### config.mk
export PLATFORM = sky130hd
export DESIGN_NAME = vid_link_rx
export DESIGN_NICKNAME = d
export VERILOG_FILES = /design/src/rtl/vid_rx_pkg.sv /design/src/rtl/vid_line_sync.sv /design/src/rtl/vid_bus_events.sv /design/src/rtl/vid_frame_fsm.sv /design/src/rtl/vid_cmd_commit.sv /design/src/rtl/vid_link_rx.sv
export SDC_FILE = /design/constraint.sdc
export NUM_CORES = 1
export LEC_CHECK = 0
export BUFFER_PORTS_ARGS = -buffer_cell sky130_fd_sc_hd__buf_4
export CORE_UTILIZATION = 45
export CTS_CLUSTER_SIZE = 12
export DETAILED_ROUTE_END_ITERATION = 7
export PLACE_DENSITY_LB_ADDON = 0.12
export SYNTH_ARGS = -nofsm -noshare
export SYNTH_HDL_FRONTEND = slang
export SYNTH_SLANG_ARGS = --single-unit
### constraint.sdc
create_clock -name clk -period 1.4 [get_ports clk]
set_input_delay 0.14 -clock clk [delete_from_list [all_inputs] [get_ports clk]]
set_output_delay 0.14 -clock clk [all_outputs]
set_load 0.02 [all_outputs]
### src/rtl/vid_rx_pkg.sv
package vid_rx_pkg;

  typedef enum logic [3:0] {
    FR_IDLE,
    FR_ADDR,
    FR_AACK_WAIT,
    FR_AACK_HOLD,
    FR_DATA,
    FR_DACK_WAIT,
    FR_DACK_HOLD,
    FR_HOLD,
    FR_IGNORE
  } frame_state_t;

  localparam int unsigned BYTE_W = 8;

endpackage

### src/rtl/vid_line_sync.sv
module vid_line_sync #(
  parameter int unsigned W      = 2,
  parameter int unsigned STAGES = 2
) (
  input  logic         clk,
  input  logic         rst,
  input  logic [W-1:0] din,
  output logic [W-1:0] dout
);

  logic [W-1:0] stg [STAGES];

  always_ff @(posedge clk) begin
    if (rst) begin
      for (int i = 0; i < STAGES; i++) stg[i] <= '1;
    end else begin
      stg[0] <= din;
      for (int i = 1; i < STAGES; i++) stg[i] <= stg[i-1];
    end
  end

  assign dout = stg[STAGES-1];

endmodule

### src/rtl/vid_bus_events.sv
module vid_bus_events (
  input  logic clk,
  input  logic rst,
  input  logic scl_s,
  input  logic sda_s,
  output logic scl_rise,
  output logic scl_fall,
  output logic start_evt,
  output logic stop_evt
);

  logic scl_q, sda_q;

  always_ff @(posedge clk) begin
    if (rst) begin
      scl_q <= 1'b1;
      sda_q <= 1'b1;
    end else begin
      scl_q <= scl_s;
      sda_q <= sda_s;
    end
  end

  assign scl_rise  = scl_s & ~scl_q;
  assign scl_fall  = ~scl_s & scl_q;
  assign start_evt = scl_s & scl_q & sda_q & ~sda_s;
  assign stop_evt  = scl_s & scl_q & ~sda_q & sda_s;

endmodule

### src/rtl/vid_frame_fsm.sv
module vid_frame_fsm
  import vid_rx_pkg::*;
#(
  parameter int unsigned        PREFIX_W = 3,
  parameter logic [PREFIX_W-1:0] PREFIX  = 3'b110,
  parameter int unsigned        SEL_W    = 3
) (
  input  logic              clk,
  input  logic              rst,
  input  logic              scl_rise,
  input  logic              scl_fall,
  input  logic              start_evt,
  input  logic              stop_evt,
  input  logic              sda_s,
  input  logic [SEL_W-1:0]  rail_sel,
  output logic              sda_drive,
  output logic              cmd_valid,
  output logic [BYTE_W-1:0] cmd_data
);

  localparam int unsigned CNT_W   = $clog2(BYTE_W + 1);
  localparam int unsigned ADDR_W  = BYTE_W - 1;
  localparam int unsigned RSV_BIT = ADDR_W - PREFIX_W - 1;

  frame_state_t      st;
  logic [CNT_W-1:0]  bit_cnt;
  logic [BYTE_W-1:0] shreg;
  logic [BYTE_W-1:0] pend_data;
  logic              pend;
  logic [BYTE_W-1:0] next_byte;
  logic              last_bit;
  logic              addr_hit;

  assign next_byte = {shreg[BYTE_W-2:0], sda_s};
  assign last_bit  = (bit_cnt == CNT_W'(BYTE_W - 1));
  // next_byte[7:1] is the address; bit RSV_BIT+1 of the byte is the reserved bit
  assign addr_hit  = (next_byte[BYTE_W-1 -: PREFIX_W] == PREFIX) &&
                     (next_byte[SEL_W:1] == rail_sel) &&
                     (next_byte[0] == 1'b0);

  always_ff @(posedge clk) begin
    if (rst) begin
      st        <= FR_IDLE;
      bit_cnt   <= '0;
      shreg     <= '0;
      pend_data <= '0;
      pend      <= 1'b0;
      sda_drive <= 1'b0;
      cmd_valid <= 1'b0;
      cmd_data  <= '0;
    end else begin
      cmd_valid <= 1'b0;
      if (start_evt) begin
        st        <= FR_ADDR;
        bit_cnt   <= '0;
        sda_drive <= 1'b0;
        pend      <= 1'b0;
      end else if (stop_evt) begin
        if (st == FR_HOLD && pend) begin
          cmd_valid <= 1'b1;
          cmd_data  <= pend_data;
        end
        st        <= FR_IDLE;
        sda_drive <= 1'b0;
        pend      <= 1'b0;
      end else begin
        unique case (st)
          FR_ADDR: if (scl_rise) begin
            shreg   <= next_byte;
            bit_cnt <= bit_cnt + 1'b1;
            if (last_bit) st <= addr_hit ? FR_AACK_WAIT : FR_IGNORE;
          end
          FR_AACK_WAIT: if (scl_fall) begin
            sda_drive <= 1'b1;
            st        <= FR_AACK_HOLD;
          end
          FR_AACK_HOLD: if (scl_fall) begin
            sda_drive <= 1'b0;
            bit_cnt   <= '0;
            st        <= FR_DATA;
          end
          FR_DATA: if (scl_rise) begin
            shreg   <= next_byte;
            bit_cnt <= bit_cnt + 1'b1;
            if (last_bit) begin
              pend_data <= next_byte;
              st        <= FR_DACK_WAIT;
            end
          end
          FR_DACK_WAIT: if (scl_fall) begin
            sda_drive <= 1'b1;
            st        <= FR_DACK_HOLD;
          end
          FR_DACK_HOLD: if (scl_fall) begin
            sda_drive <= 1'b0;
            pend      <= 1'b1;
            st        <= FR_HOLD;
          end
          default: st <= st;
        endcase
      end
    end
  end

  logic unused_rsv;
  assign unused_rsv = (RSV_BIT > 0);

endmodule

### src/rtl/vid_cmd_commit.sv
module vid_cmd_commit
  import vid_rx_pkg::*;
#(
  parameter int unsigned      VID_W     = 7,
  parameter int unsigned      STEP_W    = 8,
  parameter int unsigned      OFF_FIRST = 124,
  parameter logic [VID_W-1:0] BOOT_VID  = 7'd48,
  parameter logic             BOOT_PWR  = 1'b0
) (
  input  logic              clk,
  input  logic              rst,
  input  logic              cmd_valid,
  input  logic [BYTE_W-1:0] cmd_data,
  output logic [VID_W-1:0]  vid_code,
  output logic              pwr_state,
  output logic [STEP_W-1:0] step_cnt,
  output logic              out_off,
  output logic              update
);

  function automatic logic is_off(input logic [VID_W-1:0] c);
    return int'(c) >= int'(OFF_FIRST);
  endfunction

  function automatic logic [STEP_W-1:0] to_steps(input logic [VID_W-1:0] c);
    if (is_off(c)) return '0;
    return STEP_W'(int'(OFF_FIRST) - int'(c));
  endfunction

  logic [VID_W-1:0] new_code;
  logic             new_pwr;

  assign new_code = cmd_data[VID_W-1:0];
  assign new_pwr  = cmd_data[BYTE_W-1];

  always_ff @(posedge clk) begin
    if (rst) begin
      vid_code  <= BOOT_VID;
      pwr_state <= BOOT_PWR;
      step_cnt  <= to_steps(BOOT_VID);
      out_off   <= is_off(BOOT_VID);
      update    <= 1'b0;
    end else begin
      update <= cmd_valid;
      if (cmd_valid) begin
        vid_code  <= new_code;
        pwr_state <= new_pwr;
        step_cnt  <= to_steps(new_code);
        out_off   <= is_off(new_code);
      end
    end
  end

endmodule

### src/rtl/vid_link_rx.sv
module vid_link_rx
  import vid_rx_pkg::*;
#(
  parameter int unsigned      SYNC_STAGES = 2,
  parameter int unsigned      SEL_W       = 3,
  parameter int unsigned      VID_W       = 7,
  parameter int unsigned      STEP_W      = 8,
  parameter int unsigned      OFF_FIRST   = 124,
  parameter logic [2:0]       ADDR_PREFIX = 3'b110,
  parameter logic [VID_W-1:0] BOOT_VID    = 7'd48,
  parameter logic             BOOT_PWR    = 1'b0
) (
  input  logic              clk,
  input  logic              rst,
  input  logic              scl_i,
  input  logic              sda_i,
  output logic              sda_drive_o,
  input  logic [SEL_W-1:0]  rail_sel_i,
  output logic [VID_W-1:0]  vid_code_o,
  output logic              pwr_state_o,
  output logic [STEP_W-1:0] step_cnt_o,
  output logic              out_off_o,
  output logic              update_o
);

  logic [1:0]        lines_s;
  logic              scl_rise, scl_fall, start_evt, stop_evt;
  logic              cmd_valid;
  logic [BYTE_W-1:0] cmd_data;

  vid_line_sync #(.W(2), .STAGES(SYNC_STAGES)) u_sync (
    .clk (clk),
    .rst (rst),
    .din ({scl_i, sda_i}),
    .dout(lines_s)
  );

  vid_bus_events u_evt (
    .clk      (clk),
    .rst      (rst),
    .scl_s    (lines_s[1]),
    .sda_s    (lines_s[0]),
    .scl_rise (scl_rise),
    .scl_fall (scl_fall),
    .start_evt(start_evt),
    .stop_evt (stop_evt)
  );

  vid_frame_fsm #(.PREFIX_W(3), .PREFIX(ADDR_PREFIX), .SEL_W(SEL_W)) u_fsm (
    .clk      (clk),
    .rst      (rst),
    .scl_rise (scl_rise),
    .scl_fall (scl_fall),
    .start_evt(start_evt),
    .stop_evt (stop_evt),
    .sda_s    (lines_s[0]),
    .rail_sel (rail_sel_i),
    .sda_drive(sda_drive_o),
    .cmd_valid(cmd_valid),
    .cmd_data (cmd_data)
  );

  vid_cmd_commit #(
    .VID_W(VID_W), .STEP_W(STEP_W), .OFF_FIRST(OFF_FIRST),
    .BOOT_VID(BOOT_VID), .BOOT_PWR(BOOT_PWR)
  ) u_commit (
    .clk      (clk),
    .rst      (rst),
    .cmd_valid(cmd_valid),
    .cmd_data (cmd_data),
    .vid_code (vid_code_o),
    .pwr_state(pwr_state_o),
    .step_cnt (step_cnt_o),
    .out_off  (out_off_o),
    .update   (update_o)
  );

endmodule

==> results.cfg, run 1 <==
[worst_setup_path]
end_kind = flip-flop
cp_max_fo = 5
crit_family = simple AND/OR/NAND/NOR gates
r2r_end = u_fsm.st[1]$_SDFFE_PP0P_
slowest_stage = or3_4
regToRegStartpoint = u_evt.scl_q$_SDFF_PP1_
r2r_slack_ps = -80
worstPathArrival_ps = 1690
cp.required_ps = 1610
slowest_delay_ps = 400
cp_num_buf_inv = 0
ff2ff_path_depth = 5
crit_chain = nand2b_4, or3_4, o211ai_4, mux2i_1, nor2_1
start_kind = flip-flop
crit_type = flip-flop to flip-flop

[timing]
slew_headroom_pct = 73.5
clock_skew_ps = 4.98
tightest_slew_ps = 397
slew_viol_final = 0
setup_viol = 11
hold_viol_final = 0
fin_ws_ps = -77.8
period_needed_ps = 1480
fmax_mhz = 677
fin_tns_setup_ps = -240
finalCritPeriodShare_pct = 106
rsz0062_at_grt = yes

[yosys]
syn_inst = 263
synth_area_per_cell_um2 = 9.37
ys.flop_type = dfxtp_1
ys_seq_area_share_pct = 47.1
syn_nets = 272
synth_edf_count = 0
ys_top_cells_by_area = dfxtp_1 (47%), mux2i_1 (9.8%), nor2_1 (5.6%)
syn_area_um2 = 2460
yosys_warnings = 0
ys_seq_elements = 58
ys_types = 50
yosysTopAreaCellShare_pct = 47.1
async_flop_share_pct = 0
yosysTopAreaCell = dfxtp_1

[global_routing]
grt_max_degree = 37
grt_pass1_vias = 1868
antenna_found_initial = 0
overflow = 0
grt_usage_pct = 19.1
grt_first_pass_wirelength_um = 8680

[outcome]
run_status = finished with violations
violations = negative setup slack

[clocking]
clk_pin_slew_ps = 60
clk_latency_ps = 320
cts.path.max_buffers = 2
cts_tree = built
cts-root-buf = clkbuf_8
cts.sinks = 58
cts_htree_levels = 3
cts_made_buffers = 9

[placed_design]
dp_slack_ps = -55.5
dp_cells = 380
place.gp.congestion = 0.893
io_buffers = 25
dp_hpwl_um = 3630

[layout]
final_cell_count_no_fill = 403
layout_commonest_cell = buf_4
fill_cells = 447
final_layout_size_suffix_gt1_share_pct = 33.9
fin_nets = 337
diodes = 0
area_growth_pct = 35.5
mostFrequentLayoutCells = buf_4 (60), dfxtp_1 (51), nor2_1 (36)

[power_and_ir_drop]
p_total_mw = 3.56
power.density_nw_per_um2 = 1070
power.leakage_nw = 1.41
ir_drop_v = 0.000603

[min_path]
hp-start = rst
min_to = u_fsm.pend_data[6]$_SDFFE_PP0P_
hp-class = input pin to flip-flop
hold_depth = 2

[drt]
wl_per_cell_um = 12.8
drc = 0
ant_nets = 0
drt_iter0_markers = 95
drt_first_pass_iters = 4
avgViaCountPerCell = 4.96
drt-total-wl_um = 5170
num_vias = 1998

[floorplan]
die_area_um2 = 5770
start_util_pct = 47.3
coreArea_um2 = 5200
io_pins = 26
rows = 26
die_w_um = 76.0
die_y_um = 76.0

[flow_run]
drv_cap = 0
## worst max-delay path by stage
| stage | from | endpoint | depth (start not counted) |
|---|---|---|---|
| final | u_evt.scl_q$_SDFF_PP1_ | u_fsm.st[1]$_SDFFE_PP0P_ | 5 |
| after global routing | u_fsm.bit_cnt[1]$_SDFFE_PP0P_ | u_fsm.st[1]$_SDFFE_PP0P_ | 6 |
| after CTS | u_fsm.bit_cnt[1]$_SDFFE_PP0P_ | u_fsm.st[1]$_SDFFE_PP0P_ | 6 |
| after detailed placement | u_fsm.bit_cnt[1]$_SDFFE_PP0P_ | u_fsm.st[1]$_SDFFE_PP0P_ | 6 |
| after global placement | u_fsm.bit_cnt[1]$_SDFFE_PP0P_ | u_fsm.st[1]$_SDFFE_PP0P_ | 6 |
| after floorplan | u_fsm.bit_cnt[1]$_SDFFE_PP0P_ | u_fsm.st[1]$_SDFFE_PP0P_ | 6 |
## routing by layer
metal | track usage, % | part of all wire (%) | vias to the layer above
met5 | 0 | 0 | -
met4 | 5.77 | 1.4 | 0
met3 | 7.31 | 3.4 | 7
met2 | 29.0 | 43 | 31
met1 | 25.2 | 52 | 918
li1 | - | - | 1042
## power by group
group	internal (mW)	switching (mW)	leakage [nW]
clock	1.14	0.630	0.119
sequential	1.66	0.00902	0.471
combinational	0.0596	0.0613	0.816
total	2.86	0.700	1.41
## final cells by class
class / count / area [um2] / area share, %
clock buffers: 12 / 165 / 4.95
clock inverters: 4 / 72.6 / 2.17
inverters: 5 / 18.8 / 0.562
multi-input cells: 187 / 1280 / 38.5
flip-flops and latches: 58 / 1170 / 35.2
well taps: 70 / 87.6 / 2.62
repair buffers: 67 / 536 / 16.0
## timing repair
action | CTS | global route
resized for setup | 5 | 14
pin swaps | 1 | 7
endpoints found under the setup margin | 22 | 25
hold buffers | 2 | 0
setup buffers | 1 | 4
endpoints found under the hold margin | 2 | 0
## registers in the layout, summed over array words and instances (netlist names), 4 cells and up
signal / flops
u_fsm.pend_data: 8
u_commit.vid_code: 7
u_sync.stg: 4
u_fsm.shreg: 7
u_commit.step_cnt: 8
u_fsm.st: 4
u_fsm.cmd_data: 8
u_fsm.bit_cnt: 4
## metrics by stage
step	hold slack [ps]	cell area, um2	util, %
2_1_floorplan	244	2480	-
4_1_cts	197	3260	62.6
3_5_place_dp	333	2980	57.2
3_3_place_gp	329	2980	57.2
6_report	209	3340	64.1
5_1_grt	214	3340	64.1
## kinds of logic (layout without fill, tap and decap cells)
logic type / after synthesis / in the layout / share of synthesized area [%]
AO/OA/AOI/OAI: 41 / 41 / 11.1
XOR/XNOR: 9 / 9 / 3.20
adder cells (fa/ha/maj): 2 / 2 / 1.02
buffers and inverters: 18 / 88 / 2.95
flip-flops: 58 / 58 / 47.1
multiplexers: 25 / 25 / 10.2
AND/OR/NAND/NOR: 110 / 110 / 24.4
## synth_stat cells (3+ instances only)
library cell	n
nand2b_1	7
nand2_1	21
mux2i_1	24
nand3_1	6
nor2_1	37
clkbuf_1	6
xnor2_1	5
buf_1	3
a21oi_1	19
or2_2	6
nor2b_1	7
nand4_1	3
dfxtp_1	58
buf_2	4
nand4b_1	3
xor2_1	4
inv_1	5
Note: power is estimated with default switching activity, not from simulation.
==> inputs of run 2 (changes only) <==
- SKIP_LAST_GASP: not set -> 1
==> results.cfg, run 2 (same netlist as run 1, synthesis figures left out) <==
[outcome]
run_status = finished with violations
violations = negative setup slack

[power_and_ir_drop]
ir_drop_v = 0.000602
netSwitchingFraction_pct = 19.7
p_int_mw = 2.86
combPwrFrac_pct = 3.3
switching_power_mw = 0.700
clkPwrFrac_pct = 49.9
power.leakage_nw = 1.42
power.density_nw_per_um2 = 1070
p_seq_share_pct = 46.8

[layout]
area_growth_pct = 35.0
fill_cells = 446
seqCellArea_um2 = 1170
fin_nets = 336
multi_input_area_um2 = 1280
mostFrequentLayoutCells = buf_4 (61), dfxtp_1 (51), nor2_1 (36)
final_layout_size_suffix_gt1_share_pct = 33.4
diodes = 0
layout_commonest_cell = buf_4
reg_top3 = u_commit.step_cnt x8, u_fsm.cmd_data x8, u_fsm.pend_data x8

[worst_setup_path]
worstPathArrival_ps = 1670
slowest_delay_ps = 390
crit_family = simple AND/OR/NAND/NOR gates
r2r_slack_ps = -60
slowest_stage = or3_4
cp.required_ps = 1610
cp_num_buf_inv = 0
cp_max_fo = 5
start_kind = flip-flop
end_kind = flip-flop
crit_chain = nand2b_4, or3_4, o211ai_2, mux2i_1, nor2_1
crit_type = flip-flop to flip-flop

[floorplan]
die_area_um2 = 5770
coreArea_um2 = 5200
die_y_um = 76.0
io_pins = 26
start_util_pct = 47.3
die_w_um = 76.0
rows = 26

[global_routing]
grt_max_degree = 37
grt_pass1_vias = 1868
antenna_found_initial = 0
grt_usage_pct = 19.1
overflow = 0
grt_first_pass_wirelength_um = 8680

[clocking]
clk_pin_slew_ps = 60
cts_htree_levels = 3
cts.path.max_buffers = 2
clk_latency_ps = 320
cts.sinks = 58
cts_made_buffers = 9
cts-root-buf = clkbuf_8
cts_tree = built

[timing]
tightest_slew_ps = 378
period_needed_ps = 1460
finalCritPeriodShare_pct = 104
rsz0062_at_grt = yes
fin_tns_setup_ps = -339
whs_ps = 211
slew_headroom_pct = 74.7
setup_viol = 17
fin_ws_ps = -62.2
hold_viol_final = 0
fmax_mhz = 684
slew_viol_final = 0
clock_skew_ps = 4.20

[min_path]
hp-class = input pin to flip-flop

[placed_design]
place.gp.congestion = 0.893
io_buffers = 25
dp_hpwl_um = 3630

[drt]
avgViaCountPerCell = 4.94
drt_iter0_markers = 74
drc = 0
wl_per_cell_um = 12.7
ant_nets = 0
num_vias = 1985
drt-total-wl_um = 5090
drt_first_pass_iters = 4

[flow_run]
drv_cap = 0
[run 2: power by group through the flow]
stage                     combinational, mW  clock (mW)  sequential [mW]
after floorplan                      0.0596           0             1.70
after global placement                0.107           0             1.70
after detailed placement              0.107           0             1.70
after CTS                             0.115        1.82             1.67
after global routing                  0.127        1.90             1.67
final                                 0.117        1.78             1.67
[run 2: worst paths after layout]
| check | end | cells past startpoint | start |
|---|---|---|---|
| worst min-delay path | u_fsm.pend_data[5]$_SDFFE_PP0P_ | 2 | rst |
| worst max register to register | u_fsm.st[1]$_SDFFE_PP0P_ | 5 | u_evt.scl_q$_SDFF_PP1_ |
| worst max-delay path | u_fsm.st[1]$_SDFFE_PP0P_ | 5 | u_evt.scl_q$_SDFF_PP1_ |
| worst min register to register | u_sync.stg[0][3]$_SDFF_PP1_ | 1 | u_sync.stg[0][1]$_SDFF_PP1_ |
[run 2: metrics by stage]
step	util, %	instances	total power [mW]	setup slack (ps)	cell area (um2)
final	63.9	402	3.56	-62.2	3330
after global routing	63.9	402	3.70	-141	3330
after CTS	62.5	399	3.60	-54.6	3250
after detailed placement	57.2	380	1.81	-55.5	2980
after global placement	57.2	380	1.81	-30.0	2980
after floorplan	-	263	1.76	-10.3	2480
[run 2: cell type report]
cell class	count	share of cell area, %
flip-flops and latches	58	35.3
clock buffers	12	4.96
repair buffers	66	15.8
clock inverters	4	2.18
inverters	5	0.564
well taps	70	2.63
multi-input cells	187	38.6
[run 2: timing repair]
| action | in CTS | in global routing |
|---|---|---|
| setup endpoints to repair | 22 | 25 |
| buffers inserted | 1 | 3 |
| gates resized for setup | 4 | 14 |
| endpoints found under the hold margin | 2 | 0 |
| cloned | 0 | 0 |
| hold buffers | 2 | 0 |
| pin swaps | 1 | 8 |
[run 2: routing by layer]
metal	vias up	routed length, um	global-route usage (%)
li1	1041	-	-
met2	39	2200	29.0
met3	4	207	7.31
met5	-	0	0
met1	901	2640	25.2
met4	0	48	5.77
==> inputs of run 3 (changes only) <==
- BUFFER_PORTS_ARGS: -buffer_cell sky130_fd_sc_hd__buf_4 -> -buffer_cell sky130_fd_sc_hd__buf_2
==> results.cfg, run 3 (same netlist as run 1, synthesis figures left out) <==
[floorplan]
rows = 26
io_pins = 26
coreArea_um2 = 5200
die_w_um = 76.0
die_y_um = 76.0
start_util_pct = 47.3
die_area_um2 = 5770

[layout]
final_layout_size_suffix_gt1_share_pct = 32.2
area_growth_pct = 31.5
final_util_pct = 62.3
fin_nets = 336
reg_top3 = u_commit.step_cnt x8, u_fsm.cmd_data x8, u_fsm.pend_data x8
final_cell_count_no_fill = 402
diodes = 0
mostFrequentLayoutCells = dfxtp_1 (52), nor2_1 (37), buf_4 (37)
layout_commonest_cell = dfxtp_1

[timing]
slew_headroom_pct = 70.4
fin_ws_ps = -46.7
fmax_mhz = 691
slew_viol_final = 0
finalCritPeriodShare_pct = 103
tightest_slew_ps = 443
rsz0062_at_grt = yes
hold_viol_final = 0
clock_skew_ps = 8.61
period_needed_ps = 1450
setup_viol = 5

[placed_design]
dp_cells = 379
io_buffers = 25
dp_hpwl_um = 3570
place.gp.congestion = 0.898

[worst_setup_path]
crit_type = flip-flop to flip-flop
regToRegStartpoint = u_fsm.bit_cnt[1]$_SDFFE_PP0P_
worstPathArrival_ps = 1660
crit_start = u_fsm.bit_cnt[1]$_SDFFE_PP0P_
cp_max_fo = 3
r2r_slack_ps = -50
ff2ff_path_depth = 6
start_kind = flip-flop
r2r_end = u_fsm.st[1]$_SDFFE_PP0P_
cp.required_ps = 1620
end_kind = flip-flop
endpoint = u_fsm.st[1]$_SDFFE_PP0P_

[clocking]
clk_latency_ps = 330
cts-root-buf = clkbuf_8
cts_made_buffers = 9
clk_pin_slew_ps = 60
cts.path.max_buffers = 2
cts_tree = built
cts_htree_levels = 3
cts.sinks = 58

[global_routing]
antenna_found_initial = 0
overflow = 0
grt_pass1_vias = 1908
grt_max_degree = 35
grt_first_pass_wirelength_um = 8910
grt_usage_pct = 19.4

[drt]
drt-total-wl_um = 5110
drt_iter0_markers = 53
drt_first_pass_iters = 4
avgViaCountPerCell = 5.01
num_vias = 2015
wl_per_cell_um = 12.7
drc = 0
ant_nets = 0

[power_and_ir_drop]
ir_drop_v = 0.000741
power.density_nw_per_um2 = 1090
power.leakage_nw = 1.37
p_total_mw = 3.53

[flow_run]
drv_cap = 0

[min_path]
hp-class = input pin to flip-flop

[outcome]
violations = negative setup slack
run_status = finished with violations
## run 3: layout make-up
cell class | instances | area [um2]
tap | 70 | 87.6
fill | 469 | 1960
inverter | 5 | 18.8
sequential | 58 | 1170
clock buffer | 12 | 155
multi-input combinational | 187 | 1270
clock inverter | 4 | 73.8
timing repair buffer | 66 | 463
## run 3: worst min path at each step
stage / cells past startpoint / startpoint / end
floorplan: 1 / sda_i / u_sync.stg[0][0]$_SDFF_PP1_
global placement: 2 / scl_i / u_sync.stg[0][1]$_SDFF_PP1_
detailed placement: 2 / sda_i / u_sync.stg[0][0]$_SDFF_PP1_
CTS: 2 / rst / u_commit.out_off$_SDFFE_PP0P_
global route: 2 / rst / u_commit.out_off$_SDFFE_PP0P_
finish: 2 / rst / u_commit.out_off$_SDFFE_PP0P_
## run 3: critical path, stage by stage, from the launching register on
cell      delay [ps]
dfxtp_2          350
ha_4             140
nand2_2           60
or3_4            360
o211ai_4         190
mux2i_1          200
nor2_1            50
## run 3: per-layer routing
| layer | vias up | global-route usage, % | share of wire, % |
|---|---|---|---|
| li1 | 1043 | - | - |
| met1 | 934 | 25.6 | 53 |
| met2 | 29 | 29.6 | 43 |
| met3 | 9 | 4.67 | 2.4 |
| met4 | 0 | 9.81 | 1.6 |
| met5 | - | 0 | 0 |
## run 3: metrics by stage
stage | hold slack [ps] | area (um2) | worst slack (ps) | setup TNS (ps)
CTS | 166 | 3220 | -48.8 | -82.0
detailed placement | 332 | 2920 | -76.4 | -651
floorplan | 244 | 2480 | -10.3 | -10.3
finish | 170 | 3240 | -46.7 | -110
global route | 176 | 3240 | -125 | -1430
global placement | 329 | 2920 | -82.5 | -684
## run 3: what timing repair did
item                                    in CTS  in global routing
hold endpoints to repair                     2                  0
gates resized for setup                      8                  3
hold buffers                                 2                  0
pin swaps                                    5                  5
gates cloned                                 0                  0
endpoints found under the setup margin      15                 27
buffers inserted                             4                  1
## run 3: report_power, final
| group | total [mW] | switching [mW] | internal, mW |
|---|---|---|---|
| sequential | 1.67 | 0.00965 | 1.66 |
| clock | 1.74 | 0.643 | 1.10 |
| combinational | 0.120 | 0.0617 | 0.0582 |
